**src/rtl/pwm_fifo_pkg.sv**
```systemverilog
package pwm_fifo_pkg;

    // register word addresses
    localparam logic [1:0] A_CTRL   = 2'd0;
    localparam logic [1:0] A_STAT   = 2'd1;
    localparam logic [1:0] A_SAMPLE = 2'd2;
    localparam logic [1:0] A_PERIOD = 2'd3;

    // control field positions
    localparam int B_EN     = 0;
    localparam int B_SWR    = 3;
    localparam int B_PSC_LO = 4;
    localparam int PSC_W    = 12;
    localparam int B_SEL_LO = 16;
    localparam int B_INV    = 18;
    localparam int B_DBG    = 22;
    localparam int B_WAIT   = 23;
    localparam int B_DOZE   = 24;

    // status field positions
    localparam int B_OVF    = 4;

    // counting source selector
    localparam logic [1:0] SEL_BUS = 2'd1;
    localparam logic [1:0] SEL_HF  = 2'd2;

    typedef enum logic [1:0] {
        ST_IDLE  = 2'd0,
        ST_RUN   = 2'd1,
        ST_SWRST = 2'd2
    } ctl_state_e;

endpackage

```
**src/rtl/pwm_sample_fifo.sv**
```systemverilog
module pwm_sample_fifo #(
    parameter int WIDTH = 16,
    parameter int DEPTH = 4,
    localparam int PW   = (DEPTH > 1) ? $clog2(DEPTH) : 1,
    localparam int CW   = $clog2(DEPTH + 1)
) (
    input  logic             clk,
    input  logic             rst_n,
    input  logic             flush,
    input  logic             push,
    input  logic [WIDTH-1:0] din,
    input  logic             pop,
    output logic [WIDTH-1:0] dout,
    output logic [CW-1:0]    count,
    output logic             full,
    output logic             empty
);

    localparam logic [CW-1:0] DEPTH_C = CW'(DEPTH);
    localparam logic [PW-1:0] LAST_P  = PW'(DEPTH - 1);

    logic [WIDTH-1:0] mem [DEPTH];
    logic [PW-1:0]    wr_ptr_q, rd_ptr_q;
    logic             push_ok, pop_ok;

    function automatic logic [PW-1:0] step(input logic [PW-1:0] p);
        return (p == LAST_P) ? '0 : p + 1'b1;
    endfunction

    assign full    = (count == DEPTH_C);
    assign empty   = (count == '0);
    assign push_ok = push & ~full;
    assign pop_ok  = pop & ~empty;
    assign dout    = mem[rd_ptr_q];

    always_ff @(posedge clk) begin
        if (push_ok && !flush) begin
            mem[wr_ptr_q] <= din;
        end
    end

    always_ff @(posedge clk or negedge rst_n) begin
        if (!rst_n) begin
            wr_ptr_q <= '0;
            rd_ptr_q <= '0;
            count    <= '0;
        end else if (flush) begin
            wr_ptr_q <= '0;
            rd_ptr_q <= '0;
            count    <= '0;
        end else begin
            if (push_ok) begin
                wr_ptr_q <= step(wr_ptr_q);
            end
            if (pop_ok) begin
                rd_ptr_q <= step(rd_ptr_q);
            end
            unique case ({push_ok, pop_ok})
                2'b10:   count <= count + 1'b1;
                2'b01:   count <= count - 1'b1;
                default: count <= count;
            endcase
        end
    end

    p_count_limit_r3: assert property (@(posedge clk) disable iff (!rst_n)
        count <= DEPTH_C);

    p_full_drop_r4: assert property (@(posedge clk) disable iff (!rst_n)
        (full && push && !pop && !flush) |=> (count == DEPTH_C));

    p_flush_empty_r12: assert property (@(posedge clk) disable iff (!rst_n)
        flush |=> (count == '0));

endmodule

```
**src/rtl/pwm_tick_gen.sv**
```systemverilog
module pwm_tick_gen
    import pwm_fifo_pkg::*;
#(
    parameter int DIV_W = 12
) (
    input  logic             clk,
    input  logic             rst_n,
    input  logic             run,
    input  logic [1:0]       sel,
    input  logic             hf_tick,
    input  logic [DIV_W-1:0] presc,
    output logic             tick
);

    logic             src;
    logic [DIV_W-1:0] div_q;

    always_comb begin
        unique case (sel)
            SEL_BUS: src = 1'b1;
            SEL_HF:  src = hf_tick;
            default: src = 1'b0;
        endcase
    end

    // >= keeps the divider bounded when the ratio is lowered mid-run
    assign tick = run & src & (div_q >= presc);

    always_ff @(posedge clk or negedge rst_n) begin
        if (!rst_n) begin
            div_q <= '0;
        end else if (!run) begin
            div_q <= '0;
        end else if (src) begin
            div_q <= (div_q >= presc) ? '0 : div_q + 1'b1;
        end
    end

    p_no_source_r10: assert property (@(posedge clk) disable iff (!rst_n)
        (sel != SEL_BUS && sel != SEL_HF) |-> !tick);

    p_hf_gate_r10: assert property (@(posedge clk) disable iff (!rst_n)
        (sel == SEL_HF && !hf_tick) |-> !tick);

    p_div_restart_r5: assert property (@(posedge clk) disable iff (!rst_n)
        !run |=> (div_q == '0));

endmodule

```
**src/rtl/pwm_period_core.sv**
```systemverilog
module pwm_period_core #(
    parameter int SAMPLE_W = 16,
    localparam int CNT_W   = SAMPLE_W + 1
) (
    input  logic                clk,
    input  logic                rst_n,
    input  logic                clear,
    input  logic                start,
    input  logic                run,
    input  logic                tick,
    input  logic [SAMPLE_W-1:0] period,
    input  logic [SAMPLE_W-1:0] head,
    input  logic                head_valid,
    output logic                pop,
    output logic                active
);

    logic [CNT_W-1:0]    cnt_q;
    logic [CNT_W-1:0]    last_c;
    logic [SAMPLE_W-1:0] cmp_q;
    logic                wrap, load;

    // final step of a period is P+1, giving P+2 steps in total
    assign last_c = {1'b0, period} + 1'b1;
    assign wrap   = run & tick & (cnt_q >= last_c);
    assign load   = start | wrap;
    assign pop    = load & head_valid;
    assign active = run & (cnt_q < {1'b0, cmp_q});

    always_ff @(posedge clk or negedge rst_n) begin
        if (!rst_n) begin
            cnt_q <= '0;
            cmp_q <= '0;
        end else if (clear) begin
            cnt_q <= '0;
            cmp_q <= '0;
        end else if (start) begin
            cnt_q <= '0;
            if (head_valid) begin
                cmp_q <= head;
            end
        end else if (run && tick) begin
            if (wrap) begin
                cnt_q <= '0;
                if (head_valid) begin
                    cmp_q <= head;
                end
            end else begin
                cnt_q <= cnt_q + 1'b1;
            end
        end
    end

    p_wrap_zero_r5: assert property (@(posedge clk) disable iff (!rst_n)
        (wrap && !clear) |=> (cnt_q == '0));

    p_step_one_r5: assert property (@(posedge clk) disable iff (!rst_n)
        (run && tick && !wrap && !clear && !start) |=> (cnt_q == $past(cnt_q) + 1'b1));

    p_hold_no_tick_r10: assert property (@(posedge clk) disable iff (!rst_n)
        (run && !tick && !clear && !start) |=> $stable(cnt_q));

    p_empty_keeps_r7: assert property (@(posedge clk) disable iff (!rst_n)
        (wrap && !head_valid && !clear) |=> $stable(cmp_q));

endmodule

```
**src/rtl/pwm_fifo_ctrl.sv**
```systemverilog
module pwm_fifo_ctrl
    import pwm_fifo_pkg::*;
#(
    parameter int DATA_W     = 32,
    parameter int SAMPLE_W   = 16,
    parameter int FIFO_DEPTH = 4,
    parameter int SWR_CYCLES = 8,
    localparam int CNT_W     = $clog2(FIFO_DEPTH + 1),
    localparam int SWR_W     = (SWR_CYCLES > 1) ? $clog2(SWR_CYCLES) : 1
) (
    input  logic              clk,
    input  logic              rst_n,
    input  logic              reg_wr,
    input  logic [1:0]        reg_addr,
    input  logic [DATA_W-1:0] reg_wdata,
    output logic [DATA_W-1:0] reg_rdata,
    input  logic              hf_tick,
    output logic              pwm_out
);

    ctl_state_e state_q, state_d;

    logic                en_q, inv_q, dbg_q, wait_q, doze_q, ovf_q;
    logic [PSC_W-1:0]    psc_q;
    logic [1:0]          sel_q;
    logic [SAMPLE_W-1:0] period_q;
    logic [SWR_W-1:0]    swr_cnt_q;

    logic                bus_ok, wr_ctrl, wr_stat, wr_sample, wr_period;
    logic                swr_req, start, run, tick;
    logic                fifo_pop, fifo_full, fifo_empty, active;
    logic [SAMPLE_W-1:0] fifo_head;
    logic [CNT_W-1:0]    fifo_count;
    logic                unused_wdata;

    assign unused_wdata = ^reg_wdata;

    // bus decode; nothing is accepted while the soft reset runs
    assign bus_ok    = reg_wr && (state_q != ST_SWRST);
    assign wr_ctrl   = bus_ok && (reg_addr == A_CTRL);
    assign wr_stat   = bus_ok && (reg_addr == A_STAT);
    assign wr_sample = bus_ok && (reg_addr == A_SAMPLE);
    assign wr_period = bus_ok && (reg_addr == A_PERIOD);
    assign swr_req   = wr_ctrl && reg_wdata[B_SWR];

    // state register
    always_ff @(posedge clk or negedge rst_n) begin
        if (!rst_n) begin
            state_q <= ST_IDLE;
        end else begin
            state_q <= state_d;
        end
    end

    // next state
    always_comb begin
        state_d = state_q;
        unique case (state_q)
            ST_IDLE: begin
                if (swr_req) begin
                    state_d = ST_SWRST;
                end else if (wr_ctrl && reg_wdata[B_EN]) begin
                    state_d = ST_RUN;
                end
            end
            ST_RUN: begin
                if (swr_req) begin
                    state_d = ST_SWRST;
                end else if (wr_ctrl && !reg_wdata[B_EN]) begin
                    state_d = ST_IDLE;
                end
            end
            ST_SWRST: begin
                if (swr_cnt_q == '0) begin
                    state_d = ST_IDLE;
                end
            end
            default: state_d = ST_IDLE;
        endcase
    end

    assign run   = (state_q == ST_RUN);
    assign start = (state_q == ST_IDLE) && (state_d == ST_RUN);

    // outputs
    always_comb begin
        pwm_out = run ? (active ^ inv_q) : 1'b0;
    end

    // register storage
    always_ff @(posedge clk or negedge rst_n) begin
        if (!rst_n) begin
            en_q      <= 1'b0;
            inv_q     <= 1'b0;
            dbg_q     <= 1'b0;
            wait_q    <= 1'b0;
            doze_q    <= 1'b0;
            psc_q     <= '0;
            sel_q     <= '0;
            period_q  <= '0;
            ovf_q     <= 1'b0;
            swr_cnt_q <= '0;
        end else if (swr_req) begin
            en_q      <= 1'b0;
            inv_q     <= 1'b0;
            dbg_q     <= 1'b0;
            wait_q    <= 1'b0;
            doze_q    <= 1'b0;
            psc_q     <= '0;
            sel_q     <= '0;
            period_q  <= '0;
            ovf_q     <= 1'b0;
            swr_cnt_q <= SWR_W'(SWR_CYCLES - 1);
        end else begin
            if (state_q == ST_SWRST && swr_cnt_q != '0) begin
                swr_cnt_q <= swr_cnt_q - 1'b1;
            end
            if (wr_ctrl) begin
                en_q   <= reg_wdata[B_EN];
                inv_q  <= reg_wdata[B_INV];
                dbg_q  <= reg_wdata[B_DBG];
                wait_q <= reg_wdata[B_WAIT];
                doze_q <= reg_wdata[B_DOZE];
                psc_q  <= reg_wdata[B_PSC_LO +: PSC_W];
                sel_q  <= reg_wdata[B_SEL_LO +: 2];
            end
            if (wr_period) begin
                period_q <= reg_wdata[SAMPLE_W-1:0];
            end
            if (wr_sample && fifo_full) begin
                ovf_q <= 1'b1;
            end else if (wr_stat && reg_wdata[B_OVF]) begin
                ovf_q <= 1'b0;
            end
        end
    end

    // read mux
    always_comb begin
        reg_rdata = '0;
        unique case (reg_addr)
            A_CTRL: begin
                reg_rdata[B_EN]                = en_q;
                reg_rdata[B_SWR]               = (state_q == ST_SWRST);
                reg_rdata[B_PSC_LO +: PSC_W]   = psc_q;
                reg_rdata[B_SEL_LO +: 2]       = sel_q;
                reg_rdata[B_INV]               = inv_q;
                reg_rdata[B_DBG]               = dbg_q;
                reg_rdata[B_WAIT]              = wait_q;
                reg_rdata[B_DOZE]              = doze_q;
            end
            A_STAT: begin
                reg_rdata[CNT_W-1:0] = fifo_count;
                reg_rdata[B_OVF]     = ovf_q;
            end
            A_PERIOD: begin
                reg_rdata[SAMPLE_W-1:0] = period_q;
            end
            default: reg_rdata = '0;
        endcase
    end

    pwm_sample_fifo #(
        .WIDTH (SAMPLE_W),
        .DEPTH (FIFO_DEPTH)
    ) u_fifo (
        .clk   (clk),
        .rst_n (rst_n),
        .flush (swr_req),
        .push  (wr_sample),
        .din   (reg_wdata[SAMPLE_W-1:0]),
        .pop   (fifo_pop),
        .dout  (fifo_head),
        .count (fifo_count),
        .full  (fifo_full),
        .empty (fifo_empty)
    );

    pwm_tick_gen #(
        .DIV_W (PSC_W)
    ) u_tick (
        .clk     (clk),
        .rst_n   (rst_n),
        .run     (run),
        .sel     (sel_q),
        .hf_tick (hf_tick),
        .presc   (psc_q),
        .tick    (tick)
    );

    pwm_period_core #(
        .SAMPLE_W (SAMPLE_W)
    ) u_core (
        .clk        (clk),
        .rst_n      (rst_n),
        .clear      (swr_req),
        .start      (start),
        .run        (run),
        .tick       (tick),
        .period     (period_q),
        .head       (fifo_head),
        .head_valid (!fifo_empty),
        .pop        (fifo_pop),
        .active     (active)
    );

    p_run_has_en_r11: assert property (@(posedge clk) disable iff (!rst_n)
        (state_q == ST_RUN) |-> en_q);

    p_idle_low_r11: assert property (@(posedge clk) disable iff (!rst_n)
        (state_q != ST_RUN) |-> !pwm_out);

    p_ovf_set_r4: assert property (@(posedge clk) disable iff (!rst_n)
        (wr_sample && fifo_full) |=> ovf_q);

    p_swr_hold_r12: assert property (@(posedge clk) disable iff (!rst_n)
        (state_q == ST_SWRST && $past(state_q == ST_SWRST)) |-> ($stable(period_q) && fifo_empty));

    p_swr_exit_r12: assert property (@(posedge clk) disable iff (!rst_n)
        (state_q == ST_SWRST && swr_cnt_q == '0) |=> (state_q == ST_IDLE));

endmodule

```
**config.mk**
```make
export PLATFORM = sky130hd
export DESIGN_NAME = pwm_fifo_ctrl
export DESIGN_NICKNAME = d
export VERILOG_FILES = /design/src/rtl/pwm_fifo_pkg.sv /design/src/rtl/pwm_sample_fifo.sv /design/src/rtl/pwm_tick_gen.sv /design/src/rtl/pwm_period_core.sv /design/src/rtl/pwm_fifo_ctrl.sv
export SDC_FILE = /design/constraint.sdc
export NUM_CORES = 1
export LEC_CHECK = 0
export ABC_AREA = 1
export BUFFER_PORTS_ARGS = -buffer_cell sky130_fd_sc_hd__buf_2
export CORE_ASPECT_RATIO = 1.75
export CORE_UTILIZATION = 54
export DETAILED_ROUTE_END_ITERATION = 8
export PLACE_DENSITY = 0.76
export SYNTH_ARGS = -nofsm -noshare
export SYNTH_HDL_FRONTEND = slang
export SYNTH_SLANG_ARGS = --single-unit
export TNS_END_PERCENT = 5
```
**constraint.sdc**
```tcl
create_clock -name clk -period 4.5 [get_ports clk]
set_clock_uncertainty 0.05 [all_clocks]
set_input_delay 0.675 -clock clk [delete_from_list [all_inputs] [get_ports clk]]
set_output_delay 0.675 -clock clk [all_outputs]
set_load 0.1 [all_outputs]
```
==> flow_metrics.tcl, run 1 <==
set metrics [dict create \
    ys_top_cells_by_count "nand2_1 (192), inv_1 (134), o21ai_0 (94)" \
    critical_path_class "reg2reg" \
    cts_root_buffer "clkbuf_16" \
    yosys.area.top_type "dfrtp_1" \
    wirelength_um 20420 \
    hold_viol_final 0 \
    die_h_um 169.3 \
    fill_cells 1291 \
    yosys_warnings 0 \
    drtIter0Drc 564 \
    drv_slew 0 \
    hold_path.class "in2async" \
    synth_adder_area_share_pct 9.074 \
    cts_resized 0 \
    synthArstFlopShare_pct 59.24 \
    synthMuxAreaShare_pct 0 \
    power.density_nw_per_um2 546.7 \
    fmax_mhz 245.5 \
    initial_core_util_pct 55.82 \
    synth_flop_cell "dfrtp_1" \
    rsz0062_at_grt "false" \
    synth_simple_gate_area_share_pct 19.05 \
    holdBufCountCts 0 \
    syn2layout_area_growth_pct 11.52 \
    wl_per_cell_um 16.46 \
    fp.dieW_um 97.58 \
    cts_tree "done" \
    start_kind "register" \
    ios 71 \
    synth_top_family_by_area "simple AND/OR/NAND/NOR gates" \
    io_buffers 50 \
    rr_startpoint "period_q[1]$_DFFE_PN0P_" \
    synth_cell_types 43 \
    worst_skew_pair.late_latency_ns 0.42 \
    first_global_vias 7011 \
    tns_ns 0 \
    core-area_um2 15460 \
    setup_viol 0 \
    worstPathRequired_ns 4.81 \
    cap_violations 0 \
    end_kind "register" \
    regToRegSetupSlack_ns 0.43 \
    die_area_um2 16520 \
    worst_pin_slew_ns 1.015 \
    synth_edf_count 64 \
    grt_start_max_net_pins 70 \
    yosysSeqAreaShare_pct 49.22 \
    overflow 0 \
    yosysMostFrequentCell "nand2_1" \
    final_util_pct 62.25 \
    synth_top_area_share_pct 26.96 \
    synthesis.instances 991 \
    yosys-top-cells-area "dfrtp_1 (27%), edfxtp_1 (22%), ha_1 (8.8%)" \
    drive_gt1_share_pct 10.07 \
    leakagePower_nw 4.434 \
    rr_worst_depth 22 \
    cts_buffers 17 \
    htreeDepth 4 \
    min_period_ns 4.074 \
    clkSinkCount 157 \
    slew_headroom_pct 32.25 \
    gr-usage-all-layers_pct 26.32 \
    status "finished clean" \
    via_per_inst 5.612 \
    fp-row-count 60 \
    synthXorXnorAreaFrac_pct 2.334 \
    postRouteAntennaNets 0 \
    clock_path_buffers 2 \
    place_congestion 0.8732 \
    grt_pass1_wl_um 34050 \
    route.vias.total 6959 \
    cp.arrival_ns 4.38 \
    place_hpwl_um 14750 \
    syn-cell-area_um2 8632 \
    synth_compound_area_share_pct 11.94 \
    cp_max_fo 5 \
    antenna_found_initial 1 \
    drcViolationCount 0 \
    ir_drop_mv 0.3235 \
    postCtsSetupRepairBufs 0 \
    syn_avg_cell_area_um2 8.710 \
    clk_pin_slew_ns 0.07 \
    synth_seq_cells 157 \
    first_pass_iters 7 \
    fin_nets 1140 \
    period_share_pct 90.53 \
    rr_endpoint "u_fifo.count[2]$_DFFE_PN0P_" \
]
## through the flow
stage	instance area, um2	total power, W	hold WS [ns]	setup WS, ns	cells
2_1_floorplan	8666	0.003358	0.3294	0.9653	1000
3_3_place_gp	9014	0.003745	0.4114	0.4053	1207
3_5_place_dp	9014	0.003829	0.4167	0.3416	1207
4_1_cts	9615	0.005287	0.3658	0.3210	1239
5_1_grt	9627	0.005618	0.4089	0.01713	1240
6_report	9627	0.005263	0.3331	0.4263	1240
## worst max-delay path by stage
stage | end | startpoint | cells after the start
3_5_place_dp | u_fifo.count[2]$_DFFE_PN0P_ | period_q[2]$_DFFE_PN0P_ | 22
3_3_place_gp | u_fifo.count[2]$_DFFE_PN0P_ | period_q[2]$_DFFE_PN0P_ | 23
5_1_grt | u_fifo.count[2]$_DFFE_PN0P_ | period_q[1]$_DFFE_PN0P_ | 22
6_report | u_fifo.count[2]$_DFFE_PN0P_ | period_q[1]$_DFFE_PN0P_ | 22
4_1_cts | u_fifo.count[2]$_DFFE_PN0P_ | period_q[2]$_DFFE_PN0P_ | 22
2_1_floorplan | u_fifo.count[2]$_DFFE_PN0P_ | period_q[0]$_DFFE_PN0P_ | 23
## cells by family after synthesis
kind of cell	count (synthesis)
AOI/OAI and AO/OA	192
xor gates and xnor gates	23
adders and majority gates	62
buffers and inverters	176
DFF	157
other	1
and+or+nand+nor	380
## cell type report
| type | instances | area [um2] | area share (%) |
|---|---|---|---|
| Inverter | 139 | 521.8 | 5.420 |
| Multi-Input combinational cell | 667 | 3706 | 38.50 |
| Clock inverter | 15 | 176.4 | 1.833 |
| Antenna cell | 1 | 2.502 | 0.02599 |
| Sequential cell | 157 | 4249 | 44.14 |
| Clock buffer | 17 | 425.4 | 4.419 |
| Timing Repair Buffer | 58 | 312.8 | 3.249 |
| Tap cell | 186 | 232.7 | 2.417 |
## routing by layer
layer	part of all wire, %	routed length, um	global-route usage, %	up-vias
met4	3.1	639	11.25	0
li1	-	-	-	3409
met3	3.6	728	4.036	35
met2	55	11250	49.95	167
met1	38	7797	28.65	3348
met5	0	0	0	-
## worst max-delay path, stage by stage, from the launching register on
cell and delay, ns:
dfrtp_1 0.39, ha_1 0.23, nand4_1 0.18, nor4_1 0.24
nand3_1 0.13, nor2_1 0.10, nand2_1 0.09, or3_1 0.32
ha_1 0.31, a21oi_1 0.12, o21ai_0 0.10, a21oi_1 0.12
nand2_1 0.13, nand2_1 0.17, nand2_2 0.13, nand3_1 0.19
inv_1 0.08, fa_1 0.38, xnor2_1 0.21, nand4_1 0.12
nand2_1 0.08, nand3_1 0.06, nand2_1 0.09
## cells in the final DEF (no fill, tap or decap), types with 4 or more instances in the layout
cell type	n
inv_1	134
dfrtp_1	93
inv_6	4
nor2_1	77
xnor2_1	4
o21ai_1	15
buf_4	9
nor3_1	15
edfxtp_1	64
clkbuf_16	17
nor4_1	6
o21ai_0	94
conb_1	10
o22ai_1	27
nand3_1	59
nand4_1	17
nand2_1	192
buf_2	49
a21oi_1	43
o31ai_1	5
xor2_1	19
ha_1	61
## power by group
part / leakage [nW] / switching [W] / internal (W)
clock: 0.283 / 0.000648 / 0.000791
sequential: 1.78 / 0.000254 / 0.00178
combinational: 2.37 / 0.00124 / 0.000546
total: 4.43 / 0.00214 / 0.00312
## flip-flops by register name, summed over array words and instances (netlist names), 3 cells and up
name and count:
period_q 16, psc_q 12, swr_cnt_q 3, u_core.cmp_q 16, u_core.cnt_q 17, u_fifo.count 3, u_fifo.mem 64, u_tick.div_q 12
(Power assumes the default switching activity.)
==> run 2: changes to the inputs <==
--- a/config.mk
+++ b/config.mk
@@ -11,6 +11,7 @@
 export CORE_UTILIZATION = 54
 export DETAILED_ROUTE_END_ITERATION = 8
 export PLACE_DENSITY = 0.76
+export RECOVER_POWER = 100
 export SYNTH_ARGS = -nofsm -noshare
 export SYNTH_HDL_FRONTEND = slang
 export SYNTH_SLANG_ARGS = --single-unit
==> constraint.sdc (replaced) <==
create_clock -name clk -period 4 [get_ports clk]
set_clock_uncertainty 0.05 [all_clocks]
set_input_delay 0.6 -clock clk [delete_from_list [all_inputs] [get_ports clk]]
set_output_delay 0.6 -clock clk [all_outputs]
set_load 0.1 [all_outputs]
==> run 2 against run 1 <==
The flow now finishes with violations (max-capacitance violations, max-slew violations); clock power increased by 20%; global-route usage up 0.26 points; sequential cell count unchanged; sequential power increased by 12%; register-to-register slack lost 0.16 ns; non-clock buffer count rose by 11; cell count is 0.81% higher; first-iteration DRC count is 34% lower.
==> flow_metrics.tcl, run 2 (same netlist as run 1, synthesis figures left out) <==
set metrics [dict create \
    status "finished with violations" \
    period_share_pct 93.25 \
    wl_per_cell_um 16.63 \
    ios 71 \
    layoutNonFillerInstCount 1250 \
    drv_slew 72 \
    clkSinkCount 157 \
    drcViolationCount 0 \
    final_common_cell "nand2_1" \
    power.density_nw_per_um2 624.4 \
    violations "max-capacitance violations, max-slew violations" \
    fp-row-count 60 \
    fp.dieW_um 97.58 \
    hold_path.class "in2reg" \
    route.vias.total 7013 \
    die_area_um2 16520 \
    htreeDepth 4 \
    first_pass_iters 5 \
    worst_skew_pair.late_latency_ns 0.43 \
    slew_headroom_pct -21.61 \
    largest_reg_flops 64 \
    place_hpwl_um 14870 \
    cts_tree "done" \
    antenna_found_initial 0 \
    fmax_mhz 268.1 \
    cp_cell_sequence "ha_4 > nand4_1 > nor4_2 > nand3_1 > nor2_1 > nand2_2 > nor2_2 > xnor2_1 > ha_1 > a21oi_2 > o21ai_1 > a21oi_1 > nand2_1 > nand2_2 > nand2_2 > nand3_1 > inv_1 > fa_1 > xnor2_1 > nand4_1 > nand2_1 > nand3_1 > nand2_1" \
    cp.arrival_ns 4.05 \
    syn2layout_area_growth_pct 12.32 \
    fin_nets 1151 \
    final_cell_mix "nand2_1 (193), inv_1 (136), o21ai_0 (104)" \
    core-area_um2 15460 \
    first_global_vias 7058 \
    dp.cells 1217 \
    via_per_inst 5.610 \
    regMostFlops "u_fifo.mem" \
    overflow 0 \
    grt_pass1_wl_um 34200 \
    cap_violations 1 \
    grt_start_max_net_pins 72 \
    max_stage_delay_ns 0.42 \
    io_buffers 50 \
    n_antenna_cell 0 \
    regToRegSetupSlack_ns 0.27 \
    end_kind "register" \
    hold_viol_final 0 \
    critical_path_class "reg2reg" \
    place_congestion 0.8703 \
    die_h_um 169.3 \
    fin_total_pwr_w 0.006054 \
    cts_buffers 17 \
    top_regs "u_fifo.mem: 64 flops, u_core.cnt_q: 17 flops" \
    leakagePower_nw 4.358 \
    initial_core_util_pct 55.82 \
    setup_viol 0 \
    drtIter0Drc 375 \
    cts_root_buffer "clkbuf_16" \
    drive_gt1_share_pct 7.519 \
    design_area_um2 9696 \
    ir_drop_mv 0.3949 \
    cp_max_fo 3 \
    cp_top_family "simple AND/OR/NAND/NOR gates" \
    min_period_ns 3.730 \
    gr-usage-all-layers_pct 26.58 \
    wirelength_um 20790 \
    start_kind "register" \
    path_buf_inv 1 \
    placed_area_um2 9089 \
    clock_path_buffers 2 \
    cpMaxStageDelayCell "dfrtp_1" \
    worstPathRequired_ns 4.32 \
    postRouteAntennaNets 0 \
    clk_pin_slew_ns 0.07 \
    worst_pin_slew_ns 1.824 \
]
run 2: layout make-up:
cell class	count	area (um2)
Clock buffer	18	429.2
Clock inverter	14	198.9
Fill cell	1310	5769
Inverter	139	521.8
Multi-Input combinational cell	667	3732
Sequential cell	157	4249
Tap cell	186	232.7
Timing Repair Buffer	69	331.6
run 2: where the power goes:
group,internal [W],switching (W)
registers,0.00201,0.000277
logic,0.000626,0.00142
clock network,0.00101,0.000719
total,0.00364,0.00241
run 2: per-layer routing:
layer	track usage, %	vias to the layer above	routed length [um]
met5	0	-	0
met4	13.81	0	965
met3	4.201	52	719
met2	49.77	195	11400
met1	28.40	3351	7702
li1	-	3415	-
run 2: worst register-to-register path, stage by stage (launching register included):
cell and delay, ns:
dfrtp_1 0.42, ha_4 0.18, nand4_1 0.16, nor4_2 0.32
nand3_1 0.13, nor2_1 0.12, nand2_2 0.08, nor2_2 0.10
xnor2_1 0.13, ha_1 0.28, a21oi_2 0.18, o21ai_1 0.09
a21oi_1 0.11, nand2_1 0.09, nand2_2 0.09, nand2_2 0.09
nand3_1 0.10, inv_1 0.06, fa_1 0.38, xnor2_1 0.18
nand4_1 0.12, nand2_1 0.08, nand3_1 0.06, nand2_1 0.07
run 2: path summary, 6_finish.rpt:
check | depth (start not counted) | startpoint | to
hold reg to reg | 2 | wait_q$_DFFE_PN0P_ | wait_q$_DFFE_PN0P_
hold / removal | 3 | reg_wdata[24] | doze_q$_DFFE_PN0P_
setup / recovery | 23 | period_q[0]$_DFFE_PN0P_ | u_fifo.count[2]$_DFFE_PN0P_
min in group asynchronous | 1 | rst_n | sel_q[0]$_DFFE_PN0P_
max in group asynchronous | 2 | rst_n | u_core.cnt_q[7]$_DFFE_PN0P_
setup reg to reg | 23 | period_q[0]$_DFFE_PN0P_ | u_fifo.count[2]$_DFFE_PN0P_
run 2: metrics by stage:
step           setup slack (ns)  hold slack (ns)  utilization, %  TNS (ns)
6_report                 0.2702           0.3429           62.69         0
5_1_grt                -0.06526           0.3553           62.69  -0.06526
4_1_cts                  0.1744           0.2929           62.83         0
3_5_place_dp             0.2051           0.4160           58.77         0
3_3_place_gp             0.2714           0.4113           58.77         0
2_1_floorplan            0.4653           0.2544               -         0
run 2: what timing repair did:
| item | 4_1_cts | 5_1_grt |
|---|---|---|
| gates resized for setup | 0 | 14 |
| hold buffers | 0 | 0 |
| setup buffers | 0 | 1 |
| endpoints found under the setup margin | 0 | 1 |
==> run 3: changes to the inputs <==
==> constraint.sdc (replaced) <==
create_clock -name clk -period 4.7 [get_ports clk]
set_clock_uncertainty 0.05 [all_clocks]
set_input_delay 0.705 -clock clk [delete_from_list [all_inputs] [get_ports clk]]
set_output_delay 0.705 -clock clk [all_outputs]
set_load 0.1 [all_outputs]
==> run 3 against run 2 <==
Largest cell class unchanged; final area down 1.8%; hold slack better by 0.094 ns; via count down 1.3%; the flow still finishes with violations (max-capacitance violations, max-slew violations); critical path depth unchanged.
==> flow_metrics.tcl, run 3 (same netlist as run 1, synthesis figures left out) <==
set metrics [dict create \
    worst_skew_pair.late_latency_ns 0.42 \
    fin_nets 1141 \
    ios 71 \
    postCtsSetupRepairBufs 0 \
    worst_pin_slew_ns 3.640 \
    final_common_cell "nand2_1" \
    drtIter0Drc 423 \
    leakagePower_nw 4.292 \
    wirelength_um 20180 \
    cts_resized 0 \
    cts_buffers 17 \
    first_pass_iters 5 \
    place_congestion 0.9325 \
    grt_start_max_net_pins 63 \
    cp.arrival_ns 4.52 \
    cts_tree "done" \
    setup_viol 0 \
    cap_violations 1 \
    gr-usage-all-layers_pct 26.06 \
    holdBufCountCts 0 \
    place_hpwl_um 14440 \
    antenna_found_initial 1 \
    die_h_um 169.3 \
    tns_ns 0 \
    fmax_mhz 234.8 \
    drive_gt1_share_pct 5.318 \
    drv_slew 63 \
    cp_max_fo 5 \
    overflow 0 \
    die_area_um2 16520 \
    period_share_pct 90.63 \
    top_regs "u_fifo.mem: 64 flops, u_core.cnt_q: 17 flops" \
    critical_path_class "reg2reg" \
    fill_cells 1341 \
    power.density_nw_per_um2 524.4 \
    fp.dieW_um 97.58 \
    clkSinkCount 157 \
    regMostFlops "u_fifo.mem" \
    wl_per_cell_um 16.28 \
    multi_input_area_um2 3676 \
    end_kind "register" \
    io_buffers 50 \
    first_global_vias 7036 \
    largest_reg_flops 64 \
    min_period_ns 4.260 \
    clock_path_buffers 2 \
    initial_core_util_pct 55.82 \
    syn2layout_area_growth_pct 10.25 \
    hold_viol_final 0 \
    regArea_um2 4249 \
    slew_headroom_pct -142.7 \
    hold_path.class "reg2reg" \
    violations "max-capacitance violations, max-slew violations" \
    clk_pin_slew_ns 0.06 \
    ir_drop_mv 0.3390 \
    drcViolationCount 0 \
    postRouteAntennaNets 0 \
    route.vias.total 6923 \
    final_cell_mix "nand2_1 (194), inv_1 (136), o21ai_0 (108)" \
    status "finished with violations" \
    start_kind "register" \
    core-area_um2 15460 \
    rsz0062_at_grt "false" \
    worstPathRequired_ns 4.96 \
    fin_total_pwr_w 0.004990 \
    cts_root_buffer "clkbuf_16" \
    htreeDepth 4 \
    grt_pass1_wl_um 33570 \
    via_per_inst 5.583 \
    fp-row-count 60 \
]
run 3: worst paths after layout:
kind / startpoint / end / slack [ns] / cells past startpoint
min in group asynchronous: rst_n / u_core.cmp_q[2]$_DFFE_PN0P_ / 1.48 / 1
max in group asynchronous: rst_n / u_tick.div_q[6]$_DFFE_PN0P_ / 0.83 / 2
worst min register to register: wait_q$_DFFE_PN0P_ / wait_q$_DFFE_PN0P_ / 0.44 / 2
worst min-delay path: wait_q$_DFFE_PN0P_ / wait_q$_DFFE_PN0P_ / 0.44 / 2
worst max-delay path: period_q[2]$_DFFE_PN0P_ / u_fifo.count[2]$_DFFE_PN0P_ / 0.44 / 23
worst max register to register: period_q[2]$_DFFE_PN0P_ / u_fifo.count[2]$_DFFE_PN0P_ / 0.44 / 23
run 3: metal layers:
layer,share of wire (%),GRT usage (%),routed length [um],up-vias
met5,0,0,0,-
met1,38,27.59,7725,3291
met4,4.1,14.00,828,0
li1,-,-,-,3399
met3,3.9,4.077,787,58
met2,54,48.92,10840,175
run 3: final cells by class:
| type | instances | area share, % |
|---|---|---|
| diodes | 1 | 0.02630 |
| clock buffers | 17 | 4.470 |
| clock inverters | 14 | 1.643 |
| inverters | 139 | 5.483 |
| multi-input cells | 667 | 38.63 |
| flip-flops and latches | 157 | 44.65 |
| well taps | 186 | 2.445 |
| repair buffers | 59 | 2.656 |
run 3: worst max-delay path, cell delays in order (launching register included):
cell and delay, ns:
dfrtp_1 0.44, nand3_1 0.15, nor2_1 0.25, nand2_1 0.14, nor4_1 0.39, nand4_1 0.24
nor2_1 0.18, xor2_1 0.16, ha_1 0.26, nand4_1 0.13, inv_1 0.05, a21oi_1 0.14
nand2_1 0.14, nand2_1 0.18, nand2_2 0.13, nand3_1 0.17, inv_1 0.07, fa_1 0.38
xnor2_1 0.20, inv_1 0.06, nand2_1 0.06, nand2_1 0.05, nand3_1 0.06, nand2_1 0.07
run 3: through the flow:
step	cells	area [um2]	worst slack (ns)	hold slack (ns)	utilization (%)
2_1_floorplan	1000	8666	1.140	0.3594	-
3_3_place_gp	1208	9021	0.6132	0.4113	58.33
3_5_place_dp	1208	9021	0.5476	0.4201	58.33
4_1_cts	1239	9603	0.4751	0.3622	62.10
5_1_grt	1240	9517	0.03762	0.4651	61.54
6_report	1240	9517	0.4403	0.4367	61.54
run 3: where the power goes:
group / switching (W) / total [W] / internal (W) / leakage, nW
sequential: 0.000236 / 0.00194 / 0.00171 / 1.78
clock: 0.000585 / 0.00138 / 0.000792 / 0.286
combinational: 0.00117 / 0.00167 / 0.000503 / 2.23
